**config.mk**
```make
export PLATFORM = sky130hd
export DESIGN_NAME = dnorm_scaler
export DESIGN_NICKNAME = d
export VERILOG_FILES = /design/src/rtl/dnorm_pkg.sv /design/src/rtl/dnorm_cfg_gate.sv /design/src/rtl/dnorm_lane.sv /design/src/rtl/dnorm_scaler.sv
export SDC_FILE = /design/constraint.sdc
export NUM_CORES = 1
export LEC_CHECK = 0
export BUFFER_PORTS_ARGS = -buffer_cell sky130_fd_sc_hd__buf_2
export CAP_MARGIN = 20
export CORE_UTILIZATION = 50
export CTS_BUF_LIST = sky130_fd_sc_hd__clkbuf_8
export DETAILED_ROUTE_END_ITERATION = 6
export PLACE_DENSITY = 0.73
export RECOVER_POWER = 25
export SETUP_SLACK_MARGIN = 0.15
export SYNTH_ARGS = -nofsm -noshare
export SYNTH_HDL_FRONTEND = slang
export SYNTH_SLANG_ARGS = --single-unit
export TNS_END_PERCENT = 1
```
**constraint.sdc**
```tcl
create_clock -name clk -period 5 [get_ports clk]
set_input_delay 1 -clock clk [delete_from_list [all_inputs] [get_ports clk]]
set_output_delay 1 -clock clk [all_outputs]
set_load 0.02 [all_outputs]
```
**src/rtl/dnorm_pkg.sv**
```systemverilog
package dnorm_pkg;

    // Depth selector encoding; the values are decoded by every lane.
    typedef enum logic [1:0] {
        DEPTH_PASS = 2'd0,
        DEPTH_8    = 2'd1,
        DEPTH_10   = 2'd2,
        DEPTH_12   = 2'd3
    } depth_sel_e;

    typedef struct packed {
        depth_sel_e depth;
        logic       pack10;
    } dn_cfg_t;

    // Width of the aligned output field when packing is requested.
    localparam int unsigned ALIGN_W = 10;

    function automatic dn_cfg_t make_cfg(input logic [1:0] d, input logic p);
        dn_cfg_t c;
        c.depth  = depth_sel_e'(d);
        c.pack10 = p;
        return c;
    endfunction

endpackage

```
**src/rtl/dnorm_cfg_gate.sv**
```systemverilog
module dnorm_cfg_gate
    import dnorm_pkg::*;
(
    input  logic    clk,
    input  logic    rst,
    input  logic    in_valid,
    input  logic    frame_start,
    input  dn_cfg_t cfg_req,
    output dn_cfg_t cfg_eff
);

    dn_cfg_t cfg_held;
    logic    take_new;

    // Safe points: idle cycle or frame boundary.
    always_comb begin
        take_new = frame_start || !in_valid;
        cfg_eff  = take_new ? cfg_req : cfg_held;
    end

    always_ff @(posedge clk) begin
        if (rst) begin
            cfg_held <= make_cfg(2'd0, 1'b0);
        end else if (take_new) begin
            cfg_held <= cfg_req;
        end
    end

    // the held setting stays put while pixels flow without a frame pulse
    a_r8_cfg_frozen: assert property (@(posedge clk) disable iff (rst)
        (in_valid && !frame_start) |=> $stable(cfg_held));

    // a taken setting is what is held afterwards
    a_r8_cfg_taken: assert property (@(posedge clk) disable iff (rst)
        (frame_start || !in_valid) |=> (cfg_held == $past(cfg_req)));

endmodule

```
**src/rtl/dnorm_lane.sv**
```systemverilog
module dnorm_lane
    import dnorm_pkg::*;
#(
    parameter int unsigned COMP_W = 12
) (
    input  logic              clk,
    input  logic              rst,
    input  logic              ld,
    input  dn_cfg_t           cfg,
    input  logic [COMP_W-1:0] din,
    output logic [COMP_W-1:0] dout
);

    localparam int unsigned SH8  = COMP_W - 8;
    localparam int unsigned SH10 = COMP_W - 10;
    localparam int unsigned SH12 = COMP_W - 12;

    logic [COMP_W-1:0] s8, s10, s12;
    logic [COMP_W:0]   sum8, sum10, sum12;
    logic [7:0]        c8;
    logic [9:0]        c10;
    logic [11:0]       c12;
    logic [COMP_W-1:0] nxt;

    // Scale by (2^N-1)/2^N as x - (x >> N).
    always_comb begin
        s8  = din - (din >> 8);
        s10 = din - (din >> 10);
        s12 = din - (din >> 12);
        sum8  = {1'b0, s8}  + ((COMP_W+1)'(1) << (SH8 - 1));
        sum10 = {1'b0, s10} + ((COMP_W+1)'(1) << (SH10 - 1));
    end

    generate
        if (SH12 > 0) begin : g_round12
            always_comb sum12 = {1'b0, s12} + ((COMP_W+1)'(1) << (SH12 - 1));
        end else begin : g_exact12
            always_comb sum12 = {1'b0, s12};
        end
    endgenerate

    // Round half up to the target depth.
    always_comb begin
        c8  = sum8[SH8 +: 8];
        c10 = sum10[SH10 +: 10];
        c12 = sum12[SH12 +: 12];
    end

    // Place the code according to the packing bit.
    always_comb begin
        nxt = din;
        unique case (cfg.depth)
            DEPTH_PASS: nxt = din;
            DEPTH_8:    nxt = cfg.pack10 ? COMP_W'({c8, 2'b00}) : COMP_W'(c8);
            DEPTH_10:   nxt = COMP_W'(c10);
            DEPTH_12:   nxt = cfg.pack10 ? COMP_W'(c12[11:2]) : COMP_W'(c12);
            default:    nxt = din;
        endcase
    end

    always_ff @(posedge clk) begin
        if (rst) begin
            dout <= '0;
        end else if (ld) begin
            dout <= nxt;
        end
    end

    // pass mode is bit exact
    a_r2_pass_exact: assert property (@(posedge clk) disable iff (rst)
        (ld && cfg.depth == DEPTH_PASS) |=> (dout == $past(din)));

    // packed codes never reach above the aligned field
    a_r6_top_clear: assert property (@(posedge clk) disable iff (rst)
        (ld && cfg.pack10 && cfg.depth != DEPTH_PASS)
            |=> (dout[COMP_W-1:ALIGN_W] == '0));

    // an idle cycle leaves the lane output alone
    a_r7_idle_hold: assert property (@(posedge clk) disable iff (rst)
        !ld |=> $stable(dout));

    // rounding carries never spill past the code width
    a_r9_no_wrap8: assert property (@(posedge clk) disable iff (rst)
        ld |-> !sum8[COMP_W]);
    a_r9_no_wrap10: assert property (@(posedge clk) disable iff (rst)
        ld |-> !sum10[COMP_W]);

endmodule

```
**src/rtl/dnorm_scaler.sv**
```systemverilog
module dnorm_scaler
    import dnorm_pkg::*;
#(
    parameter int unsigned COMP_W   = 12,
    parameter int unsigned NUM_COMP = 3
) (
    input  logic                       clk,
    input  logic                       rst,
    input  logic                       in_valid,
    input  logic                       frame_start,
    input  logic [1:0]                 cfg_depth,
    input  logic                       cfg_pack10,
    input  logic [NUM_COMP*COMP_W-1:0] in_pix,
    output logic                       out_valid,
    output logic [NUM_COMP*COMP_W-1:0] out_pix
);

    localparam int unsigned BUS_W = NUM_COMP * COMP_W;

    dn_cfg_t cfg_req;
    dn_cfg_t cfg_eff;

    always_comb cfg_req = make_cfg(cfg_depth, cfg_pack10);

    dnorm_cfg_gate u_gate (
        .clk         (clk),
        .rst         (rst),
        .in_valid    (in_valid),
        .frame_start (frame_start),
        .cfg_req     (cfg_req),
        .cfg_eff     (cfg_eff)
    );

    generate
        for (genvar k = 0; k < NUM_COMP; k++) begin : g_lane
            dnorm_lane #(.COMP_W(COMP_W)) u_lane (
                .clk  (clk),
                .rst  (rst),
                .ld   (in_valid),
                .cfg  (cfg_eff),
                .din  (in_pix[k*COMP_W +: COMP_W]),
                .dout (out_pix[k*COMP_W +: COMP_W])
            );
        end
    endgenerate

    always_ff @(posedge clk) begin
        if (rst) begin
            out_valid <= 1'b0;
        end else begin
            out_valid <= in_valid;
        end
    end

    // valid moves through in step with the data
    a_r7_valid_follow: assert property (@(posedge clk) disable iff (rst)
        in_valid |=> out_valid);
    a_r7_valid_drop: assert property (@(posedge clk) disable iff (rst)
        !in_valid |=> !out_valid);

    // reset clears the bus (checked one cycle into reset)
    a_r1_reset_clear: assert property (@(posedge clk)
        $past(rst) |-> (out_pix == BUS_W'(0) && !out_valid));

endmodule

```
==> metrics.log <==
INFO  metric post-route-period-util = about 70%
INFO  metric hpwlAfterDp = between 10 and 15 mm
INFO  metric pin_count = 80
INFO  metric hold_ws = 0.474 ns
INFO  metric worst_setup_hold_path_clk_slew = ~0.080 ns
INFO  metric drive_above_1_share = about an eighth
INFO  metric reg2reg_from = u_gate.cfg_held[1]$_SDFF_PP0_
INFO  metric power.density_cell_area = ~230 nW/µm²
INFO  metric synth_fp_nets = between 700 and 800
INFO  metric synth-seq-cells = 40
INFO  metric critical-path-max-stage-delay = between 0.9 and 1 ns
INFO  metric hold_viol = 0
INFO  metric finalClockSkew = between 0.006 and 0.007 ns
INFO  metric syn_area = 4720 µm²
INFO  metric die_area = between 9000 and 10000 µm²
INFO  metric report.final.setup_viol = 0
INFO  metric whs_endpoint = g_lane[2].u_lane.dout[10]$_SDFFE_PP0P_
INFO  metric synthFlopType = dfxtp_1
INFO  metric register_to_register_setup_slack = between 2 and 3 ns
INFO  metric postSynthAreaPerCell = 7.26 µm²
INFO  metric first_pass_grt_wire_length = 23.8 mm
INFO  metric worstPathCellList = buf_2 > buf_4 > nand2b_1 > mux2_2 > nor2_1 > a22oi_1 > o221ai_1 > a21oi_1 > o21ai_1
INFO  metric crit_fanout = 51
INFO  metric cts.repair_timing.setup_buffer_count = 0
INFO  metric synthCells = 650
INFO  metric tns = 0 ns
INFO  metric fin_nets = roughly 800
INFO  metric cts_tree = yes
INFO  metric core_area = just over 9000 µm²
INFO  metric die_width = approximately 99 µm
INFO  metric clk-insertion-delay-late = 0.30 ns
INFO  metric floorplan.rows = 35
INFO  metric cts-root-buf = clkbuf_8
INFO  metric cts-hold-fix-buffers = 0
INFO  metric buffer_ports.inserted = 79
INFO  metric cts_buffers = 5
INFO  metric maxCapViolCount = 0
INFO  metric slew-limit-headroom = between 20% and 30%
INFO  metric tightest_slew = around 1.2 ns
INFO  metric crit-reg2reg-capture = g_lane[1].u_lane.dout[8]$_SDFFE_PP0P_
INFO  metric via_count = roughly 5000
INFO  metric vias_per_cell = 6.26
INFO  metric irDropWorstVdd = roughly 96 µV
INFO  metric wire_per_inst = around 19 µm
INFO  metric drtIter0Drc = slightly below 400
INFO  metric cts_resized = 0
INFO  metric power.static_leakage = approximately 2.3 nW
INFO  metric fmaxAchievable = 286 MHz
INFO  metric critical_path_class = in2reg
INFO  metric stdcell_count = ~810
INFO  metric holdCritPathClass = reg2reg
INFO  metric global_route.overflow_total = 0
INFO  metric area_growth = 8.98%
INFO  metric critical_path_required = 5.23 ns
INFO  metric ys_types = 65
INFO  metric cell_at_the_slowest_stage_of_the_critical_path = nor2_1
INFO  metric startpoint_type = primary input
INFO  metric dieHeight = ~99 µm
INFO  metric crit_path_end_kind = register
INFO  metric slew_viol_final = 0
INFO  metric n_fill_cell = between 900 and 1000
INFO  metric routed_wl = ~15 mm
INFO  metric worst_r2r_path_depth = 7
INFO  metric grt_max_degree = 52
INFO  metric placed_cell_count = 805
INFO  metric cts.sinks = 40
INFO  metric gpl_congestion = between 0.9 and 1
INFO  metric grt_pass1_vias = between 4000 and 5000
INFO  metric h-tree-depth = 2
INFO  metric final_design_instance_area_without_fill = between 5000 and 6000 µm²
INFO  metric num_antenna_cells = 0
INFO  metric synth_edf_count = 0
INFO  metric min_clock_period_post_route = approximately 3.5 ns
INFO  metric synth_warnings = 0
INFO  metric initial_core_util = 51.3%
INFO  metric dr.pass1.iters = 5
INFO  metric async_reset_ff_share = 0%
INFO  metric dpl_cell_area = about 5100 µm²
INFO  metric remaining_drcs = 0
INFO  metric postRouteAntennaNets = 0
INFO  metric outcome = finished, final reports clean
INFO  metric cts.path.max_buffers = 2
INFO  metric sequential_to_total_area_share_from_yosys_stat = 17.0%
INFO  metric hold_depth = 2
INFO  metric rsz0062_at_grt = false
INFO  metric hold_path_startpoint = g_lane[2].u_lane.dout[10]$_SDFFE_PP0P_
INFO  metric worstPathArrival = roughly 3.7 ns
INFO  metric grt_util_all_layers = between 30% and 40%
INFO  metric antenna_found_initial = 0
## cells in the final DEF (no fill, tap or decap), drive strengths merged, types with 8 or more instances in the layout
master  synthesis  final
o21ai          57     57
ha             48     48
nand3          16     16
a22oi          12     12
buf            21     64
dfxtp          40     40
nor2           59     59
clkbuf         18     24
a211oi         11     11
a21o            8      8
a221oi         19     19
nand2b         18     18
nand2          58     58
xor2           21     21
xnor2          24     24
inv            49     50
o221ai          9      9
a21oi          56     56
nor3            9      9
## layer usage
layer	GRT usage (%)	routed length, µm	up-vias
met5	0	0	-
met2	50.0	7090	203
met3	2.67	998	25
li1	-	-	2463
met1	42.6	6770	2396
met4	7.69	273	0
## registers in the layout (all words and copies together) (netlist names)
name / cells
g_lane.u_lane.dout: 36
u_gate.cfg_held: 3
out_valid: 1
## cell type report
cell class | instances | area (µm²) | area share (%)
clock buffers | 5 | 68.8 | 1.34
flip-flops and latches | 40 | 801 | 15.6
well taps | 111 | 139 | 2.70
clock inverters | 2 | 8.76 | 0.170
repair buffers | 83 | 402 | 7.80
multi-input cells | 522 | 3540 | 68.9
inverters | 49 | 184 | 3.57
## cell families after synthesis
| family | after synthesis | synth area share (%) |
|---|---|---|
| buffers and inverters | 88 | 8.08 |
| AOI/OAI and AO/OA | 230 | 32.5 |
| adders and majority gates | 51 | 14.0 |
| xor gates and xnor gates | 45 | 8.35 |
| and+or+nand+nor | 188 | 18.3 |
| muxes | 8 | 1.83 |
| DFF | 40 | 17.0 |
## how the worst max path moves through the flow
stage	from	end	depth (start not counted)
after floorplan	in_pix[15]	g_lane[1].u_lane.dout[6]$_SDFFE_PP0P_	12
after global placement	in_valid	g_lane[1].u_lane.dout[8]$_SDFFE_PP0P_	9
after detailed placement	frame_start	g_lane[2].u_lane.dout[2]$_SDFFE_PP0P_	8
after CTS	frame_start	g_lane[2].u_lane.dout[2]$_SDFFE_PP0P_	8
after global routing	in_valid	g_lane[2].u_lane.dout[2]$_SDFFE_PP0P_	9
final	in_valid	g_lane[1].u_lane.dout[8]$_SDFFE_PP0P_	9
## worst max-delay path, delay by kind of cell
family	cells	cell delay, ns
AOI/OAI and AO/OA	4	0.60
buffers and inverters	2	0.50
muxes	1	0.45
and+or+nand+nor	2	1.16
## synth_stat cells (4+ instances only)
master    number  area [µm²]
buf_2         11        55.1
clkbuf_1      18        67.6
a311oi_1       4        35.0
buf_4          4        30.0
nand2b_1      17         106
o21ai_0       50         250
xnor2_1       24         210
inv_1         49         184
nor2b_1        7        43.8
a221oi_1      18         158
o211ai_1       7        52.6
a21oi_1       56         280
nor2_1        59         221
and2_1         6        37.5
mux2i_1        6        60.1
a22oi_1       12        90.1
o31ai_1        7        52.6
a31oi_1        6        37.5
a21o_1         8        60.1
ha_1          48         601
o221ai_1       9        78.8
nor3_1         9        45.0
nand2_1       57         214
nand3_1       16        80.1
dfxtp_1       40         801
xor2_1        21         184
o21ai_1        5        25.0
a211oi_1      11        82.6
and3_1         4        25.0
## power by group
group | total, W | switching, W | internal (W) | leakage [nW]
clock | 0.000210 | 0.000117 | 0.0000931 | 0.0452
sequential | 0.000367 | 0.0000204 | 0.000347 | 0.330
combinational | 0.000602 | 0.000379 | 0.000223 | 1.88
## stage by stage
stage               setup WS [ns]  util [%]  power [W]
floorplan                    1.88         -   0.000803
global placement             1.35      55.4   0.000954
detailed placement           1.30      55.4   0.000965
CTS                          1.61      56.2    0.00117
global route                 1.35      56.0    0.00125
finish                       1.51      56.0    0.00118
Power figures use the tool's default switching activity.
